===== config.mk =====
export PLATFORM = sky130hd
export DESIGN_NAME = dual_capture_timer
export DESIGN_NICKNAME = d
export VERILOG_FILES = /design/src/rtl/dct_pkg.sv /design/src/rtl/dct_prescaler.sv /design/src/rtl/dct_counter.sv /design/src/rtl/dct_capture_ch.sv /design/src/rtl/dual_capture_timer.sv
export SDC_FILE = /design/constraint.sdc
export NUM_CORES = 1
export LEC_CHECK = 0
export BUFFER_PORTS_ARGS = -buffer_cell sky130_fd_sc_hd__buf_2
export CORE_ASPECT_RATIO = 0.75
export CORE_MARGIN = 5
export CORE_UTILIZATION = 25
export CTS_CLUSTER_SIZE = 10
export DETAILED_ROUTE_END_ITERATION = 16
export PLACE_DENSITY_LB_ADDON = 0.15
export SYNTH_ARGS = -nofsm -noshare
export SYNTH_HDL_FRONTEND = slang
export SYNTH_SLANG_ARGS = --single-unit

===== constraint.sdc =====
create_clock -name clk -period 1.6 [get_ports clk]
set_input_delay 0.24 -clock clk [delete_from_list [all_inputs] [get_ports clk]]
set_output_delay 0.24 -clock clk [all_outputs]
set_load 0.1 [all_outputs]

===== src/rtl/dct_pkg.sv =====
package dct_pkg;
  localparam int CNT_W = 16;
  localparam int NCH   = 2;
  localparam int SEL_W = 2;

  localparam logic [2:0] A_STATUS = 3'd0;
  localparam logic [2:0] A_CNT_HI = 3'd5;
  localparam logic [2:0] A_CNT_LO = 3'd6;

  // capture register of channel ch: high byte at 1+2ch, low byte at 2+2ch
  function automatic logic [2:0] hi_addr(input int ch);
    return 3'(1 + 2 * ch);
  endfunction
  function automatic logic [2:0] lo_addr(input int ch);
    return 3'(2 + 2 * ch);
  endfunction

  localparam int OVF_BIT = 2;
endpackage


===== src/rtl/dct_prescaler.sv =====
module dct_prescaler #(
  parameter int SEL_W = 2
) (
  input  logic             clk,
  input  logic             rst_n,
  input  logic [SEL_W-1:0] clk_sel,
  output logic             tick
);
  localparam int DIV_W = (1 << SEL_W) - 1;

  logic [DIV_W-1:0] div_q;
  logic [DIV_W-1:0] mask_c;

  // ratio 2^sel: a tick whenever the low sel bits of the free divider are all ones
  assign mask_c = ~({DIV_W{1'b1}} << clk_sel);
  assign tick   = &(div_q | ~mask_c);

  always_ff @(posedge clk) begin
    if (!rst_n) div_q <= '0;
    else        div_q <= div_q + 1'b1;
  end
endmodule


===== src/rtl/dct_counter.sv =====
module dct_counter #(
  parameter int W = 16
) (
  input  logic         clk,
  input  logic         rst_n,
  input  logic         tick,
  output logic [W-1:0] cnt,
  output logic         wrap
);
  logic [W-1:0] cnt_q;

  always_ff @(posedge clk) begin
    if (!rst_n)    cnt_q <= '0;
    else if (tick) cnt_q <= cnt_q + 1'b1;
  end

  assign cnt  = cnt_q;
  assign wrap = tick & (&cnt_q);


  hold_between_ticks_chk: assert property (@(posedge clk) disable iff (!rst_n)
    !tick |=> $stable(cnt_q));
endmodule


===== src/rtl/dct_capture_ch.sv =====
module dct_capture_ch #(
  parameter int W = 16
) (
  input  logic         clk,
  input  logic         rst_n,
  input  logic         pin,
  input  logic         rising,
  input  logic         cap_en,
  input  logic [W-1:0] cnt,
  input  logic         hi_rd,
  input  logic         lo_acc,
  input  logic         stat_rd,
  output logic [W-1:0] cap_val,
  output logic         flag
);
  logic         s1_q, s2_q, prev_q;
  logic         edge_c, accept_c;
  logic [W-1:0] cap_q;
  logic         flag_q, arm_q, frozen_q;

  always_ff @(posedge clk) begin
    if (!rst_n) begin
      s1_q   <= 1'b0;
      s2_q   <= 1'b0;
      prev_q <= 1'b0;
    end else begin
      s1_q   <= pin;
      s2_q   <= s1_q;
      prev_q <= s2_q;
    end
  end

  assign edge_c   = rising ? (s2_q & ~prev_q) : (~s2_q & prev_q);
  assign accept_c = edge_c & cap_en & ~frozen_q;

  always_ff @(posedge clk) begin
    if (!rst_n) begin
      cap_q  <= '0;
      flag_q <= 1'b0;
      arm_q  <= 1'b0;
    end else if (accept_c) begin
      cap_q  <= cnt;
      flag_q <= 1'b1;
      arm_q  <= 1'b0;
    end else begin
      if (stat_rd && flag_q) arm_q <= 1'b1;
      if (lo_acc && arm_q) begin
        flag_q <= 1'b0;
        arm_q  <= 1'b0;
      end
    end
  end

  always_ff @(posedge clk) begin
    if (!rst_n)      frozen_q <= 1'b0;
    else if (lo_acc) frozen_q <= 1'b0;
    else if (hi_rd)  frozen_q <= 1'b1;
  end

  assign cap_val = cap_q;
  assign flag    = flag_q;


  capture_loads_chk: assert property (@(posedge clk) disable iff (!rst_n)
    accept_c |=> (flag_q && cap_q == $past(cnt)));


  clear_needs_arm_chk: assert property (@(posedge clk) disable iff (!rst_n)
    (flag_q && !arm_q) |=> flag_q);


  frozen_hold_chk: assert property (@(posedge clk) disable iff (!rst_n)
    frozen_q |=> ($stable(cap_q) && !$rose(flag_q)));
endmodule


===== src/rtl/dual_capture_timer.sv =====
module dual_capture_timer
  import dct_pkg::*;
(
  input  logic             clk,
  input  logic             rst_n,
  input  logic [SEL_W-1:0] clk_sel,
  input  logic [NCH-1:0]   edge_sel,
  input  logic             cap_irq_en,
  input  logic             irq_mask,
  input  logic             wave_mode,
  input  logic [NCH-1:0]   cap_pin,
  input  logic             bus_rd,
  input  logic             bus_wr,
  input  logic [2:0]       bus_addr,
  output logic [7:0]       bus_rdata,
  output logic             irq
);
  localparam int KEEP_CH = 1;

  logic             tick, wrap;
  logic [CNT_W-1:0] cnt;
  logic [CNT_W-1:0] cap_val [NCH];
  logic [NCH-1:0]   flags;
  logic             stat_rd, bus_acc;
  logic             ovf_q, ovf_arm_q;

  assign stat_rd = bus_rd && (bus_addr == A_STATUS);
  assign bus_acc = bus_rd || bus_wr;

  dct_prescaler #(.SEL_W(SEL_W)) u_pre (
    .clk(clk), .rst_n(rst_n), .clk_sel(clk_sel), .tick(tick)
  );

  dct_counter #(.W(CNT_W)) u_cnt (
    .clk(clk), .rst_n(rst_n), .tick(tick), .cnt(cnt), .wrap(wrap)
  );

  for (genvar i = 0; i < NCH; i++) begin : g_ch
    logic en_c;
    if (i == KEEP_CH) begin : g_keep
      assign en_c = 1'b1;
    end else begin : g_wave
      assign en_c = ~wave_mode;
    end

    dct_capture_ch #(.W(CNT_W)) u_ch (
      .clk     (clk),
      .rst_n   (rst_n),
      .pin     (cap_pin[i]),
      .rising  (edge_sel[i]),
      .cap_en  (en_c),
      .cnt     (cnt),
      .hi_rd   (bus_rd && (bus_addr == hi_addr(i))),
      .lo_acc  (bus_acc && (bus_addr == lo_addr(i))),
      .stat_rd (stat_rd),
      .cap_val (cap_val[i]),
      .flag    (flags[i])
    );
  end

  always_ff @(posedge clk) begin
    if (!rst_n) begin
      ovf_q     <= 1'b0;
      ovf_arm_q <= 1'b0;
    end else if (wrap) begin
      ovf_q     <= 1'b1;
      ovf_arm_q <= 1'b0;
    end else begin
      if (stat_rd && ovf_q) ovf_arm_q <= 1'b1;
      if (bus_acc && bus_addr == A_CNT_LO && ovf_arm_q) begin
        ovf_q     <= 1'b0;
        ovf_arm_q <= 1'b0;
      end
    end
  end

  always_comb begin
    bus_rdata = 8'h00;
    case (bus_addr)
      A_STATUS: begin
        bus_rdata[NCH-1:0] = flags;
        bus_rdata[OVF_BIT] = ovf_q;
      end
      A_CNT_HI: bus_rdata = cnt[15:8];
      A_CNT_LO: bus_rdata = cnt[7:0];
      default: begin
        for (int i = 0; i < NCH; i++) begin
          if (bus_addr == hi_addr(i)) bus_rdata = cap_val[i][15:8];
          if (bus_addr == lo_addr(i)) bus_rdata = cap_val[i][7:0];
        end
      end
    endcase
  end

  assign irq = (|flags) & cap_irq_en & ~irq_mask;


  wrap_sets_ovf_chk: assert property (@(posedge clk) disable iff (!rst_n)
    wrap |=> ovf_q);


  wave_blocks_ch0_chk: assert property (@(posedge clk) disable iff (!rst_n)
    wave_mode |=> $stable(cap_val[0]));


  irq_needs_flag_chk: assert property (@(posedge clk) disable iff (!rst_n)
    irq |-> (flags != '0));
endmodule


; Word level (Yosys, flattened, before mapping)
; Cells that the tools add are included.
[classes]
n_addsub = 2
n_eq_ne = 6
n_shift = 1
mux = 14
bitwise_logic = 22
n_reduce_logical = 25
[op_table]
columns = op, count
row1 = 8-bit two-way mux, 4
row2 = "16-bit by 1-bit adder with 16-bit output, second input constant", 1
row3 = 16-bit AND reduction, 1
row4 = 5-bit one-hot mux with 3 select lines, 1
row5 = 1-bit logical AND, 12
row6 = 1-bit bitwise AND, 10
row7 = "3-bit == test, second input constant", 3
row8 = 1-bit NOT, 9
row9 = 3-bit one-hot mux with 3 select lines, 1
row10 = 3-bit OR reduction, 3
row11 = 1-bit two-way mux, 8
row12 = "3-bit by 2-bit == test with 1-bit output, second input constant", 2
row13 = 3-bit NOT, 2
row14 = 2-bit nonzero test, 3
row15 = 2-bit OR reduction, 3
row16 = "3-bit by 1-bit adder with 3-bit output, second input constant", 1
row17 = "3-bit by 1-bit == test with 1-bit output, second input constant", 1
row18 = 3-bit zero test, 1
row19 = 3-bit bitwise OR, 1
row20 = 3-bit AND reduction, 1
row21 = "3-bit by 2-bit << shifter with 3-bit output, first input constant", 1
row22 = 1-bit logical OR, 1
[word_totals]
regBits = 65
inputBits = 16
out_inout_bits = 9
word_cells = 88

; Logic depth before layout (Yosys ltp)
[logic_depth]
ltp_word = 7
depth_mapped = 6
mapped_depth_nobuf = 4

; Modules after synthesis
; Synthesis repeated with hierarchy kept, for this count alone.
[hier_totals]
cells_unflattened = 359
hier_area_um2 = 3333.2
[by_module_without_submodules]
columns = mod, instances, cells_per_inst, area_each_um2, seq_area_each_um2
row1 = dct_capture_ch, 2, 90, 867.1, 440.4
row2 = dct_counter, 1, 84, 789.5, 320.3
row3 = dual_capture_timer, 1, 83, 688.2, 40.0
row4 = dct_prescaler, 1, 12, 121.4, 60.1

; Worst setup path before layout
; No wires, ideal clock.
[synth_timing]
kind = flip-flop to output port
from = reg g_ch[1].u_ch.flag_q
to = out irq
arrival_time_ns = 2.585
required_ns = 1.360
slack_ns = -1.225
path_stages_with_launch = 3
path_buffers = 0
cell_sequence = dfxtp_1 nor2_1 nor3b_1
[synth_between]
elab_chain_cells = 3
[synth_rtl]
columns = element, line
row1 = from (decl), dct_capture_ch.sv:19  ; logic flag_q, arm_q, frozen_q;
row2 = from (signal assigned), dct_capture_ch.sv:39  ; flag_q <= 1'b0;
row3 = from (signal assigned), dct_capture_ch.sv:43  ; flag_q <= 1'b1;
row4 = from (signal assigned), dct_capture_ch.sv:48  ; flag_q <= 1'b0;
row5 = 2-bit OR reduction, dual_capture_timer.sv:95  ; assign irq = (|flags) & cap_irq_en & ~irq_mask;
row6 = 1-bit bitwise AND (2 in series), dual_capture_timer.sv:95
row7 = to (decl), dual_capture_timer.sv:16  ; output logic irq
; No other way between the ends.

; Worst setup path after layout
[layout_timing]
from = reg u_cnt.cnt_q[10] (netlist: u_cnt.cnt[10])
to = out bus_rdata[2]
[layout_between]
elab_chain_cells = 1
[layout_rtl]
columns = element, line
row1 = from (decl), dct_counter.sv:10  ; logic [W-1:0] cnt_q;
row2 = from (signal assigned), dct_counter.sv:14  ; else if (tick) cnt_q <= cnt_q + 1'b1;
row3 = 3-bit one-hot mux with 3 select lines, dual_capture_timer.sv:79  ; case (bus_addr)
row4 = to (decl), dual_capture_timer.sv:15  ; output logic [7:0] bus_rdata,
; No other way between the ends.

==> qor.csv <==
metric,value,unit
WL per Instance,15.6,µm
register area share after synthesis,42.0,%
fin crit share,120,%
Detail Route Antenna Nets,0,
Post-route DRC,0,
LEAKAGE,1.92,nW
n_diodes,0,
Slew @ Worst Pin,452,ps
top-area cell type share of the netlist area,42.0,%
MaxCap Viol Count,0,
pwr/cell area,877,nW/µm²
Worst setup EP type,output port,
Crit-path slowest cell,mux4_2,
final worst path period need,1920,ps
vias per inst,4.70,
detailed-placement wirelength estimate,6.01,mm
DRT Wirelength,9.16,mm
Clock Tree Root,clkbuf_16,
CTS tree,done,
Post-synth EDFFs,0,
Post-Synthesis Cells,341,
synth top area cells,"dfxtp_1, mux2i_1, nor2_1, a21oi_1, mux2_2",
core area,12200,µm²
Worst Setup Start Kind,flip-flop,
CP max stage delay,450,ps
Area growth syn-to-layout,53.0,%
die width,139,µm
CP Data Arrival Time,1680,ps
drt pass-1 iters,4,
RSZ-0062 raised after global routing,yes,
failing checks,negative setup slack,
row cnt,35,
dominant synthesized flop cell,dfxtp_1,
global-route wire length before repair,14.3,mm
number of I/O pins,25,
#FFs+latches synth,65,
mean area per synthesized cell,9.09,µm²
Final nets,435,
CP Buf/Inv Count,2,
layout cells sized above 1,42.5,%
Skew-Pair Late Insertion Delay,330,ps
initial antenna violation count,0,
post-synthesis cell area,3100,µm²
final setup fails,10,
Port Buffers,24,
status,"finished, violations left",
most frequent cells in the layout,"buf_4, dfxtp_1, nor2_1",
Pins Over Slew Limit,0,
largest net degree at the start of global routing,53,
final worst slack,-319,ps
clk_skew,5.07,ps
Final GP Congestion,0.766,
synth warn,0,
Hold Crit Class,primary input to flip-flop,
fin util,38.8,%
Final Power,4.16,mW
"delay-heaviest family, CP",multiplexers,
maximum vdd drop,0.000528,V
cts bufs inserted,9,
"commonest non-fill, non-tap cell in the layout",buf_4,
vias,2758,
htree depth,3,
Die Y,106,µm
hold_buf cts,0,
Cell variety after synth,44,
Worst Path Required,1360,ps
Hold Worst Slack,109,ps
Async SR Flop Fraction,0,%
number of global-route vias before repair,2713,
CP cell instances,"buf_6, mux4_2, mux2_4, buf_12",
Clock transition at path regs,50,ps
fin area,4740,µm²
Crit Path Category,flip-flop to output port,
DIE AREA,14800,µm²
initial core utilization,25.4,%
setup TNS,-1970,ps
synthesized net count,359,
Congestion Overflow GR,0,
Peak Freq,0.521,GHz
final hold vios,0,
gr usage total,12.4,%
CTS Buffer Depth,2,
Iter 0 DRT Violations,91,
Rel. slew slack,69.5,%
DP Area,4060,µm²
Clock Sinks,65,
cell taking the most area after synthesis,dfxtp_1,
largest fanout on the critical path,2,
==> cells by family after synthesis <==
kind of cell / count (synthesis) / share of synthesized area [%]
xor gates and xnor gates: 2 / 0.565
AOI/OAI and AO/OA: 60 / 12.4
muxes: 54 / 19.0
buffers and inverters: 35 / 4.68
adders and majority gates: 2 / 0.807
and+or+nand+nor: 123 / 20.6
DFF: 65 / 42.0
==> layer usage <==
layer	up-vias	part of all wire [%]	GRT usage, %
met5	-	0	0
met2	43	43	18.4
met4	0	1.5	4.65
li1	1386	-	-
met1	1320	52	16.9
met3	9	3.7	3.60
==> synth_stat cells (all sizes together), types with 2 or more instances <==
cell type,n
o21ai,5
mux2i,43
o221ai,2
a221oi,5
o31ai,10
nor2,50
nand2,13
clkbuf,17
nor3,2
nor4,4
buf,11
inv,6
o21a,2
xnor2,2
ha,2
or4,12
and3,3
nor2b,5
nand3,8
nand2b,4
dfxtp,65
and3b,2
nand4,4
a21oi,28
and2,7
mux2,8
a21boi,2
mux4,3
nor3b,4
==> metrics by stage <==
step	setup slack (ps)	instances
global placement	-208	560
detailed placement	-233	560
finish	-319	587
floorplan	-8.13	341
CTS	-344	582
global route	-361	587
==> cell type report <==
type,count,area [µm²]
fillers,1231,7470
multi-input cells,241,1980
flip-flops and latches,65,1320
repair buffers,92,903
clock buffers,12,256
well taps,166,208
clock inverters,3,40.0
inverters,7,30.0
repair inverters,1,5.00
==> state kept, by name (all words and copies together) (netlist names) <==
name and count:
g_ch.u_ch.cap_val 32, ovf_arm_q 1, ovf_q 1, g_ch.u_ch.s1_q 2, u_pre.div_q 3, g_ch.u_ch.arm_q 2, g_ch.u_ch.frozen_q 2, g_ch.u_ch.s2_q 2
g_ch.u_ch.flag 2, u_cnt.cnt 16, g_ch.u_ch.prev_q 2
==> where the power goes <==
part / switching [mW] / total (mW) / leakage [nW] / internal [mW]
clock network: 0.690 / 1.97 / 0.148 / 1.28
registers: 0.0211 / 1.67 / 0.533 / 1.65
logic: 0.305 / 0.528 / 1.23 / 0.224
total: 1.02 / 4.16 / 1.92 / 3.15
==> timing repair <==
| action | CTS | global route |
|---|---|---|
| buffers inserted | 7 | 4 |
| pin swaps | 5 | 14 |
| cloned | 0 | 3 |
| endpoints found under the setup margin | 13 | 36 |
| resized for setup | 35 | 34 |
==> path summary, 6_finish.rpt <==
kind / start / end / slack (ps) / cells past startpoint
max: u_cnt.cnt[10] / bus_rdata[2] / -320 / 4
min: cap_pin[0] / g_ch[0].u_ch.s1_q / 110 / 2
max reg2reg: u_cnt.cnt[12] / u_cnt.cnt[15] / -180 / 5
min reg2reg: g_ch[0].u_ch.s1_q / g_ch[0].u_ch.s2_q / 430 / 1
(Power assumes the default switching activity.)
